$ cat config.mk
export PLATFORM = sky130hd
export DESIGN_NAME = irq_prio_arb
export DESIGN_NICKNAME = d
export VERILOG_FILES = /design/src/rtl/irq_arb_pkg.sv /design/src/rtl/irq_cand_qual.sv /design/src/rtl/irq_prio_tree.sv /design/src/rtl/irq_route.sv /design/src/rtl/irq_prio_arb.sv
export SDC_FILE = /design/constraint.sdc
export NUM_CORES = 1
export LEC_CHECK = 0
export ABC_AREA = 0
export ABC_CLOCK_PERIOD_IN_PS = 820
export BUFFER_PORTS_ARGS = -buffer_cell sky130_fd_sc_hd__buf_2
export CAP_MARGIN = 20
export CORE_AREA = 2 2 313 315
export CTS_BUF_LIST = sky130_fd_sc_hd__clkbuf_8
export DETAILED_ROUTE_END_ITERATION = 8
export DIE_AREA = 0 0 315 317
export HOLD_SLACK_MARGIN = 0.12
export SYNTH_ARGS = -nofsm -noshare
export SYNTH_HDL_FRONTEND = slang
export SYNTH_SLANG_ARGS = --single-unit
$ cat constraint.sdc
create_clock -name clk -period 0.82 [get_ports clk]
set_input_delay 0.041 -clock clk [delete_from_list [all_inputs] [get_ports clk]]
set_output_delay 0.041 -clock clk [all_outputs]
set_load 0.005 [all_outputs]
$ cat src/rtl/irq_arb_pkg.sv
package irq_arb_pkg;
  localparam int PRIO_W  = 8;
  localparam int ID_W    = 10;
  localparam logic [ID_W-1:0] SPURIOUS_ID = 10'd1023;

  typedef struct packed {
    logic              valid;
    logic              grp;
    logic [PRIO_W-1:0] prio;
    logic [ID_W-1:0]   id;
  } cand_t;

  // Right-hand candidate replaces the left only when strictly more urgent.
  function automatic logic right_wins(cand_t l, cand_t r);
    return r.valid && (!l.valid || (r.prio < l.prio));
  endfunction

  function automatic cand_t pick(cand_t l, cand_t r);
    return right_wins(l, r) ? r : l;
  endfunction

  function automatic logic below(logic [PRIO_W:0] val, logic [PRIO_W:0] lim);
    return val < lim;
  endfunction
endpackage

$ cat src/rtl/irq_cand_qual.sv
module irq_cand_qual
  import irq_arb_pkg::*;
#(
  parameter int NUM_SRC  = 64,
  parameter int PRIV_CNT = 32
) (
  input  logic [NUM_SRC-1:0]        src_enable,
  input  logic [NUM_SRC-1:0]        src_pending,
  input  logic [NUM_SRC-1:0]        src_group,
  input  logic [NUM_SRC-1:0]        src_route,
  input  logic [NUM_SRC*PRIO_W-1:0] src_prio,
  output cand_t [NUM_SRC-1:0]       cand_o
);
  for (genvar i = 0; i < NUM_SRC; i++) begin : g_src
    localparam logic IS_PRIV = (i < PRIV_CNT);
    logic routed;
    assign routed = src_route[i] | IS_PRIV;
    assign cand_o[i].valid = src_enable[i] & src_pending[i] & routed;
    assign cand_o[i].grp   = src_group[i];
    assign cand_o[i].prio  = src_prio[i*PRIO_W +: PRIO_W];
    assign cand_o[i].id    = ID_W'(i);
  end
endmodule

$ cat src/rtl/irq_prio_tree.sv
module irq_prio_tree
  import irq_arb_pkg::*;
#(
  parameter int NUM_SRC = 64
) (
  input  cand_t [NUM_SRC-1:0] cand_i,
  output cand_t               win_o
);
  localparam int LVLS   = (NUM_SRC > 1) ? $clog2(NUM_SRC) : 0;
  localparam int LEAVES = 1 << LVLS;

  // Heap layout: node k has children 2k (lower IDs) and 2k+1.
  cand_t node [1:2*LEAVES-1];

  for (genvar i = 0; i < LEAVES; i++) begin : g_leaf
    if (i < NUM_SRC) begin : g_real
      assign node[LEAVES+i] = cand_i[i];
    end else begin : g_pad
      assign node[LEAVES+i] = '0;
    end
  end

  for (genvar k = 1; k < LEAVES; k++) begin : g_node
    assign node[k] = pick(node[2*k], node[2*k+1]);
  end

  assign win_o = node[1];
endmodule

$ cat src/rtl/irq_route.sv
module irq_route
  import irq_arb_pkg::*;
(
  input  cand_t             win_i,
  input  logic [1:0]        dist_grp_en,
  input  logic [1:0]        cpu_grp_en,
  input  logic              cpu_fiq_en,
  input  logic [PRIO_W-1:0] prio_mask,
  input  logic [PRIO_W:0]   run_prio,
  output logic              all_off,
  output logic              pass_mask,
  output logic              pass_run,
  output logic              grp_ok,
  output logic [ID_W-1:0]   nxt_id,
  output logic              nxt_irq,
  output logic              nxt_fiq
);
  logic req;

  always_comb begin
    all_off   = ~(|dist_grp_en) | ~(|cpu_grp_en);
    pass_mask = win_i.valid & below({1'b0, win_i.prio}, {1'b0, prio_mask});
    pass_run  = below({1'b0, win_i.prio}, run_prio);
    grp_ok    = dist_grp_en[win_i.grp] & cpu_grp_en[win_i.grp];
    req       = ~all_off & pass_mask & pass_run & grp_ok;
    nxt_id    = (~all_off & pass_mask) ? win_i.id : SPURIOUS_ID;
    nxt_fiq   = req & ~win_i.grp & cpu_fiq_en;
    nxt_irq   = req & ~nxt_fiq;
  end
endmodule

$ cat src/rtl/irq_prio_arb.sv
module irq_prio_arb
  import irq_arb_pkg::*;
#(
  parameter int NUM_SRC  = 64,
  parameter int PRIV_CNT = 32
) (
  input  logic                      clk,
  input  logic                      rst_n,
  input  logic [NUM_SRC-1:0]        src_enable,
  input  logic [NUM_SRC-1:0]        src_pending,
  input  logic [NUM_SRC-1:0]        src_group,
  input  logic [NUM_SRC-1:0]        src_route,
  input  logic [NUM_SRC*PRIO_W-1:0] src_prio,
  input  logic [1:0]                dist_grp_en,
  input  logic [1:0]                cpu_grp_en,
  input  logic                      cpu_fiq_en,
  input  logic [PRIO_W-1:0]         prio_mask,
  input  logic [PRIO_W:0]           run_prio,
  output logic [ID_W-1:0]           pend_id,
  output logic                      irq_o,
  output logic                      fiq_o
);
  cand_t [NUM_SRC-1:0] cands;
  cand_t               win;
  logic                all_off, pass_mask, pass_run, grp_ok;
  logic [ID_W-1:0]     nxt_id;
  logic                nxt_irq, nxt_fiq;

  irq_cand_qual #(.NUM_SRC(NUM_SRC), .PRIV_CNT(PRIV_CNT)) qual_i (
    .src_enable (src_enable),
    .src_pending(src_pending),
    .src_group  (src_group),
    .src_route  (src_route),
    .src_prio   (src_prio),
    .cand_o     (cands)
  );

  irq_prio_tree #(.NUM_SRC(NUM_SRC)) tree_i (
    .cand_i(cands),
    .win_o (win)
  );

  irq_route route_i (
    .win_i      (win),
    .dist_grp_en(dist_grp_en),
    .cpu_grp_en (cpu_grp_en),
    .cpu_fiq_en (cpu_fiq_en),
    .prio_mask  (prio_mask),
    .run_prio   (run_prio),
    .all_off    (all_off),
    .pass_mask  (pass_mask),
    .pass_run   (pass_run),
    .grp_ok     (grp_ok),
    .nxt_id     (nxt_id),
    .nxt_irq    (nxt_irq),
    .nxt_fiq    (nxt_fiq)
  );

  always_ff @(posedge clk or negedge rst_n) begin
    if (!rst_n) begin
      pend_id <= SPURIOUS_ID;
      irq_o   <= 1'b0;
      fiq_o   <= 1'b0;
    end else begin
      pend_id <= nxt_id;
      irq_o   <= nxt_irq;
      fiq_o   <= nxt_fiq;
    end
  end
endmodule

==> summary.txt <==
Outcome
  • Outcome: finished with violations
  • Failing checks: negative setup slack

Timing
  • Fin. Hold Viols: 0
  • Period Utilization, post-route: 14.1
  • Tmin final: 11540 ps
  • Final Max Slew Viols: 0
  • F_max: 86.7 MHz
  • Worst-Margin Slew: 644 ps
  • Slew HR: 0.567
  • Final worst setup slack: -10720 ps
  • RSZ-0062 raised after global routing: yes
  • Final setup violation count: 19

Die
  • Ports: 804
  • Die Area: 99900 um2
  • Die X: 315 um
  • Die H: 317 um
  • Initial Util: 0.217
  • Core Box Area: 96300 um2
  • Std-Cell Rows: 114

Worst setup path
  • CP max stage delay: 320 ps
  • Arrival time at the worst endpoint: 11670 ps
  • Required time at the worst-slack endpoint: 950 ps
  • Worst setup SP type: primary input
  • Nature of the critical path endpoint: register
  • CP dominant cell by count: a21o_1
  • Crit Path Max Fanout: 7
  • Crit Path Category: in2reg
  • Slowest-stage cell, CP: a211o_1

Synth
  • Synth cell count leaders: ha_1 (429), inv_1 (367), a21oi_1 (292)
  • Cells after synthesis: 3050
  • Synth top area share: 0.256
  • Asr flop ratio synth: 1.00
  • Synth Flop Type: dfstp_2
  • Register area share after synthesis: 0.0112
  • Synth area leader: ha_1
  • Number of synthesized flops with an enable pin: 0
  • Mapped cell area: 20900 um2
  • Synth area leaders: ha_1 (26%), mux2i_1 (12%), a21oi_1 (7.0%), inv_1 (6.6%), nand2_1 (5.2%)
  • Yosys reg bits: 9
  • Synth warnings: 0
  • Most frequent cell after synthesis: ha_1
  • Cell variety after synth: 88
  • Syn avg cell area: 6.86 um2
  • Synth Net Count: 4271

Route
  • Detailed Routing Iterations Pass 1: 6
  • Drt first-iter violations: 1273
  • Vias post-DR: 30000
  • Avg WL per Cell: 16.2 um
  • ANT nets after route: 0
  • Post-Route WL: 104000 um
  • Drt drc: 0
  • Via density: 4.69

Hold path
  • Worst Hold Class: in2reg
  • Hold Path Sink: fiq_o
  • Hold_sp: cpu_grp_en[0]
  • Worst Hold Depth: 3

Power
  • Total power: 86.7 mW
  • Maximum VDD drop: 3160 uV
  • P per Cell Area: 2240 nW/um2
  • Pleak: 21.1 nW

GRT
  • Grt ovf: 0
  • Largest net degree at the start of global routing: 15
  • First-pass GRT wire length: 154000 um
  • Initial antenna violation count: 28
  • GR Util All Layers: 0.192
  • Number of global-route vias before repair: 29700

Clocking
  • Maximum root-to-sink buffer count: 2
  • Num CTS Buffers: 3
  • CTS tree: yes
  • # H-tree levels: 1
  • Clock Pin Slew Worst Setup and Hold Paths: 40 ps
  • CTS Root Cell: clkbuf_8
  • CTS Sinks: 9

Placement
  • PortBufs: 771
  • Area of placed instances: 36300 um2
  • Routability cong.: 0.942
  • Worst Setup Slack post-DPL: -11880 ps
  • Final HPWL from detailed placement: 93400 um
  • DP Cell Count: 6272

Final layout
  • Filler instances: 9955
  • Multi-input gate area: 21200 um2
  • P&R area growth vs syn: 84.8%
  • Filler-free cell count of the finished design: 6395
  • Fraction of layout cells with a size suffix above 1: 0.501
  • Final design utilization: 0.402
  • Post-layout instance area: 38700 um2
  • Reg area: 234 um2
  • Nets: 6325

Job
  • MaxCap Viol Count: 0
[cells by family after synthesis]
family	after synthesis	synth area share
AO/OA/AOI/OAI	911	0.279
adder cells (fa/ha/maj)	433	0.258
buffers and inverters	439	0.0803
flip-flops	9	0.0112
multiplexers	338	0.167
AND/OR/NAND/NOR	920	0.205
[placed cells by master, fill, tap and decap left out, types with 30 or more instances in the layout]
cell         n
buf_2      760
a211o_1     30
nand2b_1    43
ha_4        34
a21oi_1    213
a21o_1      67
inv_1      350
nand2_1    274
nor2_1     221
and3_1      42
nand4_1     50
ha_1       390
nor3_1      45
o21a_1      44
o21ai_1     33
mux2_2      75
o21ai_0    149
nand3_1     89
buf_4     1322
mux2i_1    213
a21oi_2     64
[how the worst max path moves through the flow]
stage                  startpoint          to  slack [ps]
global placement     src_prio[53]  pend_id[2]      -11760
floorplan           src_prio[485]       fiq_o      -10090
finish              src_prio[437]       fiq_o      -10720
CTS                 src_prio[407]       fiq_o      -10810
global route         src_prio[54]       fiq_o      -11420
detailed placement   src_prio[53]  pend_id[2]      -11880
[metrics by stage]
| stage | hold slack [ps] | setup TNS (ps) |
|---|---|---|
| final | 222 | -96280 |
| after global routing | 228 | -102510 |
| after CTS | 206 | -97770 |
| after detailed placement | -78.6 | -105950 |
| after global placement | -85.9 | -105190 |
| after floorplan | -255 | -89450 |
[layer usage]
layer  track usage  up-vias  wire length, um
li1              -    15300                -
met1         0.240    13800            44900
met2         0.353      696            51800
met3        0.0207      144             4700
met4        0.0406       14             2290
met5             0        -               98
[area by class of cell]
type | count | area share
multi-input cells | 2606 | 0.548
repair buffers | 2116 | 0.366
well taps | 1276 | 0.0413
inverters | 368 | 0.0365
flip-flops and latches | 9 | 0.00605
clock buffers | 3 | 0.00107
diodes | 16 | 0.00103
clock inverters | 1 | 0.000129
[critical path: cells and delay by family]
| family | cells | cell delay, ps |
|---|---|---|
| multiplexers | 4 | 1050 |
| buffers and inverters | 14 | 1640 |
| AND/OR/NAND/NOR | 22 | 2870 |
| AO/OA/AOI/OAI | 25 | 4190 |
| adder cells (fa/ha/maj) | 7 | 1880 |
[sequential cells by signal, summed over array words and instances, names as in the netlist]
| signal | cells |
|---|---|
| pend_id | 7 |
| fiq_o | 1 |
| irq_o | 1 |
[repair_timing]
item | in CTS | in global routing
resized for setup | 85 | 230
endpoints found under the setup margin | 19 | 20
hold buffers | 2 | 0
endpoints found under the hold margin | 11 | 0
buffers inserted | 55 | 46
cloned | 2 | 2
pin swaps | 29 | 87
[power breakdown]
part | internal, mW | switching [mW]
clock | 0.330 | 0.158
combinational | 45.0 | 40.4
sequential | 0.752 | 0.0958
Power figures use the tool's default switching activity.
